**src/rtl/prio_route_pkg.sv**
```systemverilog
package prio_route_pkg;

    localparam int CHANNELS = 32;
    localparam int CH_W     = 5;
    localparam int DATA_W   = 32;
    localparam int ADDR_W   = 6;
    localparam int HMAP_REGS = CHANNELS / 4;

    localparam logic [ADDR_W-1:0] A_GLOBAL    = 6'd0;
    localparam logic [ADDR_W-1:0] A_HEN_SET   = 6'd1;
    localparam logic [ADDR_W-1:0] A_HEN_CLR   = 6'd2;
    localparam logic [ADDR_W-1:0] A_HEN_STAT  = 6'd3;
    localparam int                A_WIN_BASE  = 4;
    localparam int                A_CMAP_BASE = 16;
    localparam int                A_HMAP_BASE = 32;

    // per-host pick result
    typedef struct packed {
        logic       valid;
        logic [7:0] src;
    } pick_t;

    // channels 0..1 -> fast host (0), remaining -> normal host (1)
    function automatic logic [DATA_W-1:0] hmap_default(input int reg_idx);
        logic [DATA_W-1:0] w;
        w = '0;
        for (int b = 0; b < 4; b++) begin
            w[8*b] = ((reg_idx * 4 + b) >= 2);
        end
        return w;
    endfunction

endpackage

```
**src/rtl/prio_cfg_regs.sv**
```systemverilog
module prio_cfg_regs
    import prio_route_pkg::*;
#(
    parameter int NUM_SRC  = 16,
    parameter int NUM_HOST = 2,
    localparam int NMAP    = (NUM_SRC + 3) / 4,
    localparam int HOST_W  = (NUM_HOST > 1) ? $clog2(NUM_HOST) : 1
) (
    input  logic                               clk,
    input  logic                               rst,
    input  logic                               reg_we,
    input  logic [ADDR_W-1:0]                  reg_addr,
    input  logic [DATA_W-1:0]                  reg_wdata,
    output logic [DATA_W-1:0]                  reg_rdata,
    input  logic [NUM_HOST-1:0][DATA_W-1:0]    win_idx,
    output logic                               global_en,
    output logic [NUM_HOST-1:0]                host_en,
    output logic [NUM_SRC-1:0][CH_W-1:0]       src_chan,
    output logic [CHANNELS-1:0][HOST_W-1:0]    chan_host
);

    logic [NMAP-1:0][DATA_W-1:0]      cmap_q;
    logic [HMAP_REGS-1:0][DATA_W-1:0] hmap_q;
    logic                             host_ok;

    assign host_ok = (reg_wdata < DATA_W'(NUM_HOST));

    always_ff @(posedge clk) begin
        if (rst) begin
            global_en <= 1'b0;
            host_en   <= '0;
            for (int i = 0; i < NMAP; i++)      cmap_q[i] <= '0;
            for (int i = 0; i < HMAP_REGS; i++) hmap_q[i] <= hmap_default(i);
        end else if (reg_we) begin
            if (reg_addr == A_GLOBAL)              global_en <= reg_wdata[0];
            if (reg_addr == A_HEN_SET && host_ok)  host_en[reg_wdata[HOST_W-1:0]] <= 1'b1;
            if (reg_addr == A_HEN_CLR && host_ok)  host_en[reg_wdata[HOST_W-1:0]] <= 1'b0;
            for (int i = 0; i < NMAP; i++)
                if (reg_addr == ADDR_W'(A_CMAP_BASE + i)) cmap_q[i] <= reg_wdata;
            for (int i = 0; i < HMAP_REGS; i++)
                if (reg_addr == ADDR_W'(A_HMAP_BASE + i)) hmap_q[i] <= reg_wdata;
        end
    end

    for (genvar s = 0; s < NUM_SRC; s++) begin : g_src_field
        assign src_chan[s] = cmap_q[s/4][8*(s%4) +: CH_W];
    end

    for (genvar c = 0; c < CHANNELS; c++) begin : g_chan_field
        assign chan_host[c] = hmap_q[c/4][8*(c%4) +: HOST_W];
    end

    always_comb begin
        reg_rdata = '0;
        if (reg_addr == A_GLOBAL)   reg_rdata[0] = global_en;
        if (reg_addr == A_HEN_STAT) reg_rdata[NUM_HOST-1:0] = host_en;
        for (int h = 0; h < NUM_HOST; h++)
            if (reg_addr == ADDR_W'(A_WIN_BASE + h)) reg_rdata = win_idx[h];
        for (int i = 0; i < NMAP; i++)
            if (reg_addr == ADDR_W'(A_CMAP_BASE + i)) reg_rdata = cmap_q[i];
        for (int i = 0; i < HMAP_REGS; i++)
            if (reg_addr == ADDR_W'(A_HMAP_BASE + i)) reg_rdata = hmap_q[i];
    end

endmodule

```
**src/rtl/prio_host_pick.sv**
```systemverilog
module prio_host_pick
    import prio_route_pkg::*;
#(
    parameter int NUM_SRC  = 16,
    parameter int NUM_HOST = 2,
    parameter int HOST_ID  = 0,
    localparam int HOST_W  = (NUM_HOST > 1) ? $clog2(NUM_HOST) : 1
) (
    input  logic [NUM_SRC-1:0]              pend,
    input  logic [NUM_SRC-1:0][CH_W-1:0]    src_chan,
    input  logic [CHANNELS-1:0][HOST_W-1:0] chan_host,
    output pick_t                           pick
);

    logic [CH_W-1:0] best_ch;

    // ascending scan with strict compare: lowest channel, then lowest source
    always_comb begin
        pick    = '0;
        best_ch = '1;
        for (int s = 0; s < NUM_SRC; s++) begin
            if (pend[s] && chan_host[src_chan[s]] == HOST_W'(HOST_ID) &&
                (!pick.valid || src_chan[s] < best_ch)) begin
                pick.valid = 1'b1;
                pick.src   = 8'(s);
                best_ch    = src_chan[s];
            end
        end
    end

endmodule

```
**src/rtl/prio_router.sv**
```systemverilog
module prio_router
    import prio_route_pkg::*;
#(
    parameter int NUM_SRC  = 16,
    parameter int NUM_HOST = 2,
    localparam int HOST_W  = (NUM_HOST > 1) ? $clog2(NUM_HOST) : 1
) (
    input  logic                clk,
    input  logic                rst,
    input  logic [NUM_SRC-1:0]  pend_i,
    input  logic                reg_we,
    input  logic [5:0]          reg_addr,
    input  logic [31:0]         reg_wdata,
    output logic [31:0]         reg_rdata,
    output logic [NUM_HOST-1:0] irq_o
);

    logic                            global_en;
    logic [NUM_HOST-1:0]             host_en;
    logic [NUM_SRC-1:0][CH_W-1:0]    src_chan;
    logic [CHANNELS-1:0][HOST_W-1:0] chan_host;
    logic [NUM_HOST-1:0][DATA_W-1:0] win_q;
    pick_t                           pick [NUM_HOST];

    prio_cfg_regs #(.NUM_SRC(NUM_SRC), .NUM_HOST(NUM_HOST)) u_cfg (
        .clk       (clk),
        .rst       (rst),
        .reg_we    (reg_we),
        .reg_addr  (reg_addr),
        .reg_wdata (reg_wdata),
        .reg_rdata (reg_rdata),
        .win_idx   (win_q),
        .global_en (global_en),
        .host_en   (host_en),
        .src_chan  (src_chan),
        .chan_host (chan_host)
    );

    for (genvar h = 0; h < NUM_HOST; h++) begin : g_host
        prio_host_pick #(.NUM_SRC(NUM_SRC), .NUM_HOST(NUM_HOST), .HOST_ID(h)) u_pick (
            .pend      (pend_i),
            .src_chan  (src_chan),
            .chan_host (chan_host),
            .pick      (pick[h])
        );

        always_ff @(posedge clk) begin
            if (rst) begin
                irq_o[h] <= 1'b0;
                win_q[h] <= 32'h8000_0000;
            end else begin
                irq_o[h] <= global_en & host_en[h] & pick[h].valid;
                win_q[h] <= {~pick[h].valid, 23'd0, pick[h].src};
            end
        end
    end

endmodule

```
**config.mk**
```make
export PLATFORM = sky130hd
export DESIGN_NAME = prio_router
export DESIGN_NICKNAME = d
export VERILOG_FILES = /design/src/rtl/prio_route_pkg.sv /design/src/rtl/prio_cfg_regs.sv /design/src/rtl/prio_host_pick.sv /design/src/rtl/prio_router.sv
export SDC_FILE = /design/constraint.sdc
export NUM_CORES = 1
export LEC_CHECK = 0
export ABC_AREA = 1
export BUFFER_PORTS_ARGS = -buffer_cell sky130_fd_sc_hd__buf_2
export CAP_MARGIN = 20
export CORE_MARGIN = 2
export CORE_UTILIZATION = 45
export CTS_CLUSTER_DIAMETER = 80
export DETAILED_ROUTE_END_ITERATION = 10
export HOLD_SLACK_MARGIN = 0.05
export PLACE_DENSITY = 0.73
export SETUP_SLACK_MARGIN = 0.15
export SYNTH_ARGS = -nofsm -noshare
export SYNTH_HDL_FRONTEND = slang
export SYNTH_SLANG_ARGS = --single-unit
```
**constraint.sdc**
```tcl
create_clock -name clk -period 17.3 [get_ports clk]
set_clock_uncertainty 0.05 [all_clocks]
set_input_delay 1.73 -clock clk [delete_from_list [all_inputs] [get_ports clk]]
set_output_delay 1.73 -clock clk [all_outputs]
set_load 0.1 [all_outputs]
```
* Word-level counts from Yosys, hierarchy flattened
Cells that the tools add are included.
Cells by class: equality and inequality tests 17, mux-type cells 116, bitwise operators 25, reduce and logical (&&, ||, !) cells 141, order comparisons 49
Operators with widths (count):
- $mux 32 | 14
- $mux 9 | 32
- $lt 5x5->1 | 30
- $mux 5 | 30
- $lt 5x6->1 const B | 16
- $bmux 1 s5 | 16
- $logic_and 1x1->1 | 65
- $eq 6x6->1 const B | 8
- $lt 32x2->1 const B | 1
- $reduce_or 16->1 | 2
- $logic_not 1->1 | 30
- $logic_or 1x1->1 | 30
- $reduce_and 2->1 | 13
- $eq 6x5->1 const B | 4
- $mux 1 | 18
- $not 1->1 | 18
- $eq 6x2->1 const B | 2
- $eq 6x3->1 const B | 2
- $mux 2 | 5
- $eq 6x1->1 const B | 1
- $logic_not 6->1 | 1
- $and 1x1->1 | 4
- $and 2x2->2 | 1
- $lt 1x2->1 const B | 1
- other kinds (4) | 4
Storage, ports and cells: output and inout port bits 34, bits in registers 453, word-level logic and storage cells 370, input port bits 57

* Longest topological paths before layout
Gate-level depths: netlist of the first run.
depth after elaboration 66, depth in mapped cells 158, gate-level depth less buffers 149

* Modules after synthesis
From an unflattened synthesis of the first run, not the netlist that was laid out.
Unflattened totals: cells, all modules 5780, area, all modules 34879.7 um^2
Modules (own cells, without submodules):
- prio_cfg_regs | times used 1, area each 17523.1 um^2, sequential area each 7747.4 um^2, cells an instance 2460
- prio_host_pick at g_host[1].u_pick | times used 1, area each 8510.7 um^2, sequential area each 0.0 um^2, cells an instance 1629
- prio_host_pick at g_host[0].u_pick | times used 1, area each 8269.2 um^2, sequential area each 0.0 um^2, cells an instance 1629
- prio_router | times used 1, area each 576.8 um^2, sequential area each 400.4 um^2, cells an instance 62

* Worst setup path after synthesis of the first run
No wires, ideal clock.
path type input port to flip-flop, start input port pend_i[0], end register win_q[0] in the netlist's numbering, path buffers 10, setup slack 0.110 ns, arrival 17.071 ns, data required time 17.181 ns, stages on the path 134, setup time 0.069 ns, cell sequence inv_1 nor2_1 ha_1 a31oi_1 nand3_2 nand2_4 nand2_4 o21ai_0 ha_1 nand2_1 nor2_2 nand2_1 nand3_1 nand2_2 nand2_1 buf_4 o21ai_0 ha_1 [... 98 more ...] ha_1 a21oi_1 nor2_1 a211oi_1 nand2_1 nand2_2 nand2_2 buf_4 nand2_1 o21ai_0 ha_1 a21oi_1 nor2_1 a211oi_1 nand2_1 nand2_1 nand2_2 a21oi_2
Between the ends: longest elaborated chain between the ends 62, elaborated cells on any way between the ends 92, those cells by class 15 x order compare; 31 x mux; 46 x reduce/logical
RTL lines:
- from (decl) | RTL line prio_router.sv:10 | input logic [NUM_SRC-1:0] pend_i,
- $logic_and 1x1->1 (*) | RTL line prio_host_pick.sv:22 | if (pend[s] && chan_host[src_chan[s]] == HOST_W'(HOST_ID) &&
- $mux 5 or $mux 9 (tied branches) | RTL line prio_host_pick.sv:22
- $lt 5x5->1 or $logic_not 1->1 (tied branches) | RTL line prio_host_pick.sv:23 | (!pick.valid || src_chan[s] < best_ch)) begin
- $logic_or 1x1->1 | RTL line prio_host_pick.sv:23
- $logic_and 1x1->1 | RTL line prio_host_pick.sv:22
- $mux 5 or $mux 9 (tied branches) | RTL line prio_host_pick.sv:22
- $lt 5x5->1 or $logic_not 1->1 (tied branches) | RTL line prio_host_pick.sv:23
- $logic_or 1x1->1 | RTL line prio_host_pick.sv:23
- [... 46 more ...]
- $lt 5x5->1 or $logic_not 1->1 (tied branches) | RTL line prio_host_pick.sv:23
- $logic_or 1x1->1 | RTL line prio_host_pick.sv:23
- $logic_and 1x1->1 | RTL line prio_host_pick.sv:22
- $mux 5 or $mux 9 (tied branches) | RTL line prio_host_pick.sv:22
- $lt 5x5->1 or $logic_not 1->1 (tied branches) | RTL line prio_host_pick.sv:23
- $logic_or 1x1->1 | RTL line prio_host_pick.sv:23
- $logic_and 1x1->1 | RTL line prio_host_pick.sv:22
- $mux 9 (*) | RTL line prio_host_pick.sv:22
- to (signal, indexed assignment) | RTL line prio_router.sv:53 | win_q[h] <= {~pick[h].valid, 23'd0, pick[h].src};
- to (decl) | RTL line prio_router.sv:22 | logic [NUM_HOST-1:0][DATA_W-1:0] win_q;
Every way passes the cells marked *; elsewhere a longest branch is shown, timed or not. A chain may end at the register's enable or synchronous reset.

* Worst setup path in the final report of the first run
start input port pend_i[0], end register win_q[35] in the netlist's numbering
Same word-level chain as after synthesis.

==> results.cfg, run 1 <==
[floorplan]
core_area_sq_um = 61700
start_util_pct = 45.6
pin_count = 91
die_x_um = 254
die_height_um = 254
fp-row-count = 91
die_area_sq_um = 64500

[global_routing]
grt_pass1_vias = 28100
grt_remaining_overflow = 0
grt_usage_pct = 31.7
grt_max_degree = 167
grt_first_pass_wirelength_um = 161000
antenna_found_initial = 2

[timing]
worst-slew-pin-transition_ps = 1010
drv_slew = 0
min_period_ps = 16250
fmax_mhz = 61.6
hold_viol = 0
slew_headroom_pct = 32.3
period_share_pct = 93.9
rsz0062_at_grt = true
setup_viol = 0

[setup_path]
arrival_ps = 16680
worst_path_most_repeated_cell = nand2_4
cp-start-kind = primary input
cp-end-kind = register
critPathKind = primary input to register
critPathRequiredTime_ps = 17740
slowest_delay_ps = 350
worst_path_max_delay_cell = ha_1
crit_path_max_fanout = 9

[cts]
clock-root-buffer = clkbuf_16
clock-sinks = 399
htreeDepth = 2
clk_pin_slew_ps = 60
cts_buffers = 41
clk_path_buf_depth = 3
cts_tree = yes
clk_latency_ps = 560

[min_path]
hp-class = register to register

[drt]
detail_route.iter0.violations = 4720
drtAntennaViolNets = 0
wire_per_inst_um = 20.4
via_per_inst = 6.01
num_vias = 31400
wl_um = 107000
drtPass1Iterations = 7
drc = 0

[final_layout]
mostFrequentLayoutCells = o21ai_0, nand2_1, a21oi_1
final_layout_size_suffix_gt1_share_pct = 18.2
nets = 4477
finish.utilization_pct = 51.4
area_growth_pct = 12.7
final_common_cell = o21ai_0

[synthesis]
synth_top_family_by_area = compound AO/OA/AOI/OAI gates
syn-cell-area_sq_um = 28100
synthesis.nets = 4465
synth.distinct_cells = 61
synthSimpleGateAreaFrac_pct = 25.9
synth_fa_ha_area_share_pct = 3.02
async_reset_ff_share_pct = 0
synthMuxAreaShare_pct = 0
synth.avg_cell_area_sq_um = 6.48
yosys.area_share.xor_xnor_pct = 0
synth_seq_cells = 399
synth_cells = 4340
synth_compound_area_share_pct = 30.0
yosysWarningCount = 0
yosysSeqAreaShare_pct = 28.4
synth_top_area_cell = dfxtp_1
synth_top_area_share_pct = 28.4
synth_edf_count = 0
yosys-top-cells-area = dfxtp_1, o21ai_0, a21oi_1
synth_flop_cell = dfxtp_1

[placed_design]
io_buffers = 90
gp_congestion = 1.01
place_hpwl_um = 70700

[power]
leakagePower_nw = 13.9
power.density_nw_per_um2 = 76.0
ir_worst_vdd_uv = 82.9
p_total_mw = 2.41

[status]
outcome = finished, final reports clean

[job]
maxCapViolCount = 0
[area by class of cell]
cell class,count,area [sq um]
Tap cell,837,1050
Multi-Input combinational cell,3194,17400
Antenna cell,3,7.51
Sequential cell,399,8000
Fill cell,6136,30000
Timing Repair Buffer,317,2210
Clock inverter,13,230
Clock buffer,63,1230
Inverter,399,1590
[worst max-delay path, delay by kind of cell]
kind / cells / cell delay, ps
buffers and inverters: 7 / 460
adders and majority gates: 15 / 4920
and+or+nand+nor: 97 / 7630
AOI/OAI and AO/OA: 23 / 1930
[state kept, by name, summed over array words and instances, names as in the netlist]
name / count
irq_o: 2
u_cfg.cmap_q: 48
u_cfg.src_chan: 80
win_q: 10
u_cfg.host_en: 2
u_cfg.global_en: 1
u_cfg.hmap_q: 224
u_cfg.chan_host: 32
[cell usage after synthesis, drive strengths merged (45+ instances only)]
library cell and count:
dfxtp 399, nor2 400, buf 65, o211ai 45, a21oi 520, nand3 329
nand2 768, clkbuf 284, inv 376, o21ai 785, ha 68
[path summary, 6_finish.rpt]
check                                   start                              to  slack [ps]  cells past startpoint
max                                 pend_i[0]            win_q[35]$_SDFF_PP0_        1050                    142
min            u_cfg.hmap_q[250]$_SDFFE_PP0P_  u_cfg.hmap_q[250]$_SDFFE_PP0P_         400                      2
max reg2reg  u_cfg.chan_host[15]$_SDFFE_PP1P_             win_q[0]$_SDFF_PP0_        1120                    145
min reg2reg    u_cfg.hmap_q[250]$_SDFFE_PP0P_  u_cfg.hmap_q[250]$_SDFFE_PP0P_         400                      2
[per-layer routing]
layer	GRT usage (%)	wire length (um)
met5	0	0
met4	17.4	6110
met3	6.09	12500
met2	48.4	45700
met1	41.8	42200
[repair_timing]
item | CTS | global route
gates cloned | 0 | 4
setup endpoints to repair | 8 | 8
hold buffers | 0 | 0
gates resized for setup | 18 | 246
pin swaps | 0 | 150
buffers inserted | 0 | 38
[per-stage QoR]
stage                     TNS, ps  std cells  hold slack [ps]  area, sq um  worst slack [ps]
after floorplan                 0       4340              375        28100               168
after global placement      -3120       5102              384        29100              -793
after detailed placement    -6090       5102              390        29100              -929
after CTS                       0       5178              399        30600               162
after global routing        -1220       5222              414        31700              -199
final                           0       5225              395        31700              1050
[report_power, final]
part | internal [mW] | switching, mW
logic | 0.196 | 0.321
clock network | 0.558 | 0.399
registers | 0.928 | 0.00848
[cell families (layout without fill, tap and decap cells)]
| group | after synthesis | count (layout) |
|---|---|---|
| other | 0 | 3 |
| flip-flops | 399 | 399 |
| AND/OR/NAND/NOR | 1575 | 1579 |
| buffers and inverters | 751 | 792 |
| AO/OA/AOI/OAI | 1547 | 1547 |
| adder cells (fa/ha/maj) | 68 | 68 |
No activity file was read; power rests on OpenSTA's default activity.
==> run 2: changes to the inputs <==
CAP_MARGIN = 0   (was 20)
PLACE_DENSITY = 0.71   (was 0.73)
clock period = 20 ns   (was 17.3 ns; I/O delays follow)
==> run 2 against run 1 <==
  * Combinational power fell by 32%
  * Die area did not move
  * Cell count fell by 3.3%
  * Global-route usage fell by 0.35 points
  * Routed wire length fell by 2.0%
  * Power fell by 20%
  * Worst hold slack improved by 3.1 ps
  * Critical endpoint unchanged
  * Largest cell class unchanged
==> results.cfg, run 2 (synthesized netlist as in run 1, its figures left out) <==
[setup_path]
critPathRequiredTime_ps = 20420
timing.rr.end = win_q[3]$_SDFF_PP0_
r2r_slack_ps = 2060
worst_path_max_delay_cell = ha_1
crit_path_max_fanout = 11
slowest_delay_ps = 360
worst_path_most_repeated_cell = nand2_1
crit_family = simple AND/OR/NAND/NOR gates
cp-start-kind = primary input
reg2reg_depth = 143
cp-end-kind = register
r2r-start = u_cfg.src_chan[0]$_SDFFE_PP0P_
arrival_ps = 18590
critPathKind = primary input to register
critical_path_buf_inv_count = 13

[floorplan]
core_area_sq_um = 61700
die_area_sq_um = 64500
die_x_um = 254
pin_count = 91
fp-row-count = 91
die_height_um = 254
start_util_pct = 45.6

[power]
switchingPower_uw = 587
leakagePower_nw = 12.8
clkPwrFrac_pct = 40.1
seqPwrFrac_pct = 41.8
p_int_mw = 1.35
combPwrFrac_pct = 18.1
power.density_nw_per_um2 = 65.3
switching_share_pct = 30.3
ir_worst_vdd_uv = 94.1

[timing]
setup_viol = 0
hold_viol = 0
finalSetupTns_ps = 0
fmax_mhz = 55.0
drv_slew = 0
slew_headroom_pct = 19.1
min_period_ps = 18170
period_share_pct = 90.9
rsz0062_at_grt = false
worst-slew-pin-transition_ps = 1210
whs_ps = 398

[drt]
detail_route.iter0.violations = 3948
wire_per_inst_um = 20.7
via_per_inst = 6.01
drc = 0
wl_um = 105000
drtAntennaViolNets = 0
num_vias = 30400
drtPass1Iterations = 8

[cts]
clk_path_buf_depth = 3
clock-sinks = 399
postCtsHoldBufs = 0
clk_latency_ps = 570
htreeDepth = 2
cts_tree = yes
cts_buffers = 41
clock-root-buffer = clkbuf_16
clk_pin_slew_ps = 60

[placed_design]
place_hpwl_um = 70300
io_buffers = 90
gp_congestion = 0.994

[global_routing]
grt_max_degree = 186
grt_usage_pct = 31.3
grt_first_pass_wirelength_um = 158000
grt_pass1_vias = 26900
antenna_found_initial = 5
grt_remaining_overflow = 0

[final_layout]
final_common_cell = o21ai_0
area_growth_pct = 5.32
mostFrequentLayoutCells = o21ai_0, nand2_1, a21oi_1
final_layout_size_suffix_gt1_share_pct = 11.5
regMostFlops = u_cfg.hmap_q
largest_reg_flops = 224
nets = 4309

[min_path]
hp-class = register to register
worstHoldEndpoint = u_cfg.hmap_q[186]$_SDFFE_PP0P_
min-delay-start = u_cfg.hmap_q[186]$_SDFFE_PP0P_
hold_depth = 2

[status]
outcome = finished, final reports clean

[job]
maxCapViolCount = 0
## run 2: changes by cell type in the layout (fill, tap and decap cells not counted), sizes merged
cell      previous run  this run
buf                317       153
clkinv              19        30
clkbuf              63        53
inv                384       377
nand2              772       768
clkinvlp             3         5
diode                3         1
bufinv               6         5
## run 2: repair_timing
| action | CTS | global route |
|---|---|---|
| buffers inserted | 0 | 6 |
| pin swaps | 0 | 2 |
| gates resized for setup | 2 | 73 |
| cloned | 0 | 0 |
| endpoints found under the setup margin | 3 | 8 |
## run 2: area by class of cell
| type | instances | area, sq um |
|---|---|---|
| clock inverter | 18 | 199 |
| tap | 837 | 1050 |
| clock buffer | 53 | 1130 |
| antenna | 1 | 2.50 |
| multi-input combinational | 3190 | 16800 |
| inverter | 399 | 1570 |
| timing repair buffer | 153 | 923 |
| fill | 6386 | 32100 |
| sequential | 399 | 7990 |
## run 2: power by group through the flow
stage / combinational, mW / sequential, mW / clock (mW)
6_report: 0.350 / 0.810 / 0.776
5_1_grt: 0.389 / 0.810 / 0.812
4_1_cts: 0.334 / 0.809 / 0.779
3_5_place_dp: 0.332 / 0.827 / 0
3_3_place_gp: 0.330 / 0.827 / 0
2_1_floorplan: 0.260 / 0.823 / 0
## run 2: per-stage QoR
step	instances	worst slack, ps	utilization [%]	power [mW]	instance area [sq um]
global route	5050	88.6	48.0	2.01	29600
finish	5050	1830	48.0	1.94	29600
global placement	4972	-255	45.6	1.16	28100
detailed placement	4972	-363	45.6	1.16	28100
CTS	5043	244	47.7	1.92	29400
floorplan	4340	2540	-	1.08	28100
## run 2: worst reg2reg max path: cells and delay by family (launching register included)
| family | cells | cell delay, ps |
|---|---|---|
| compound gates | 23 | 3280 |
| fa+ha+maj | 15 | 4490 |
| buf+inv | 6 | 740 |
| flops | 1 | 300 |
| simple gates | 99 | 9010 |
## run 2: layer usage
metal	global-route usage [%]	part of all wire, %	vias to the layer above	wire length, um
met5	0	0.033	-	34
li1	-	-	14400	-
met2	48.0	42	1869	44100
met3	5.63	12	390	12600
met4	14.9	5.3	4	5530
met1	42.3	40	13700	42200
## run 2: worst max-delay path by stage
| stage | startpoint | endpoint | cells past startpoint |
|---|---|---|---|
| global route | pend_i[0] | win_q[35]$_SDFF_PP0_ | 141 |
| floorplan | pend_i[0] | win_q[0]$_SDFF_PP0_ | 134 |
| global placement | pend_i[0] | win_q[1]$_SDFF_PP0_ | 124 |
| finish | pend_i[0] | win_q[35]$_SDFF_PP0_ | 140 |
| detailed placement | pend_i[0] | win_q[35]$_SDFF_PP0_ | 129 |
| CTS | pend_i[0] | win_q[35]$_SDFF_PP0_ | 129 |
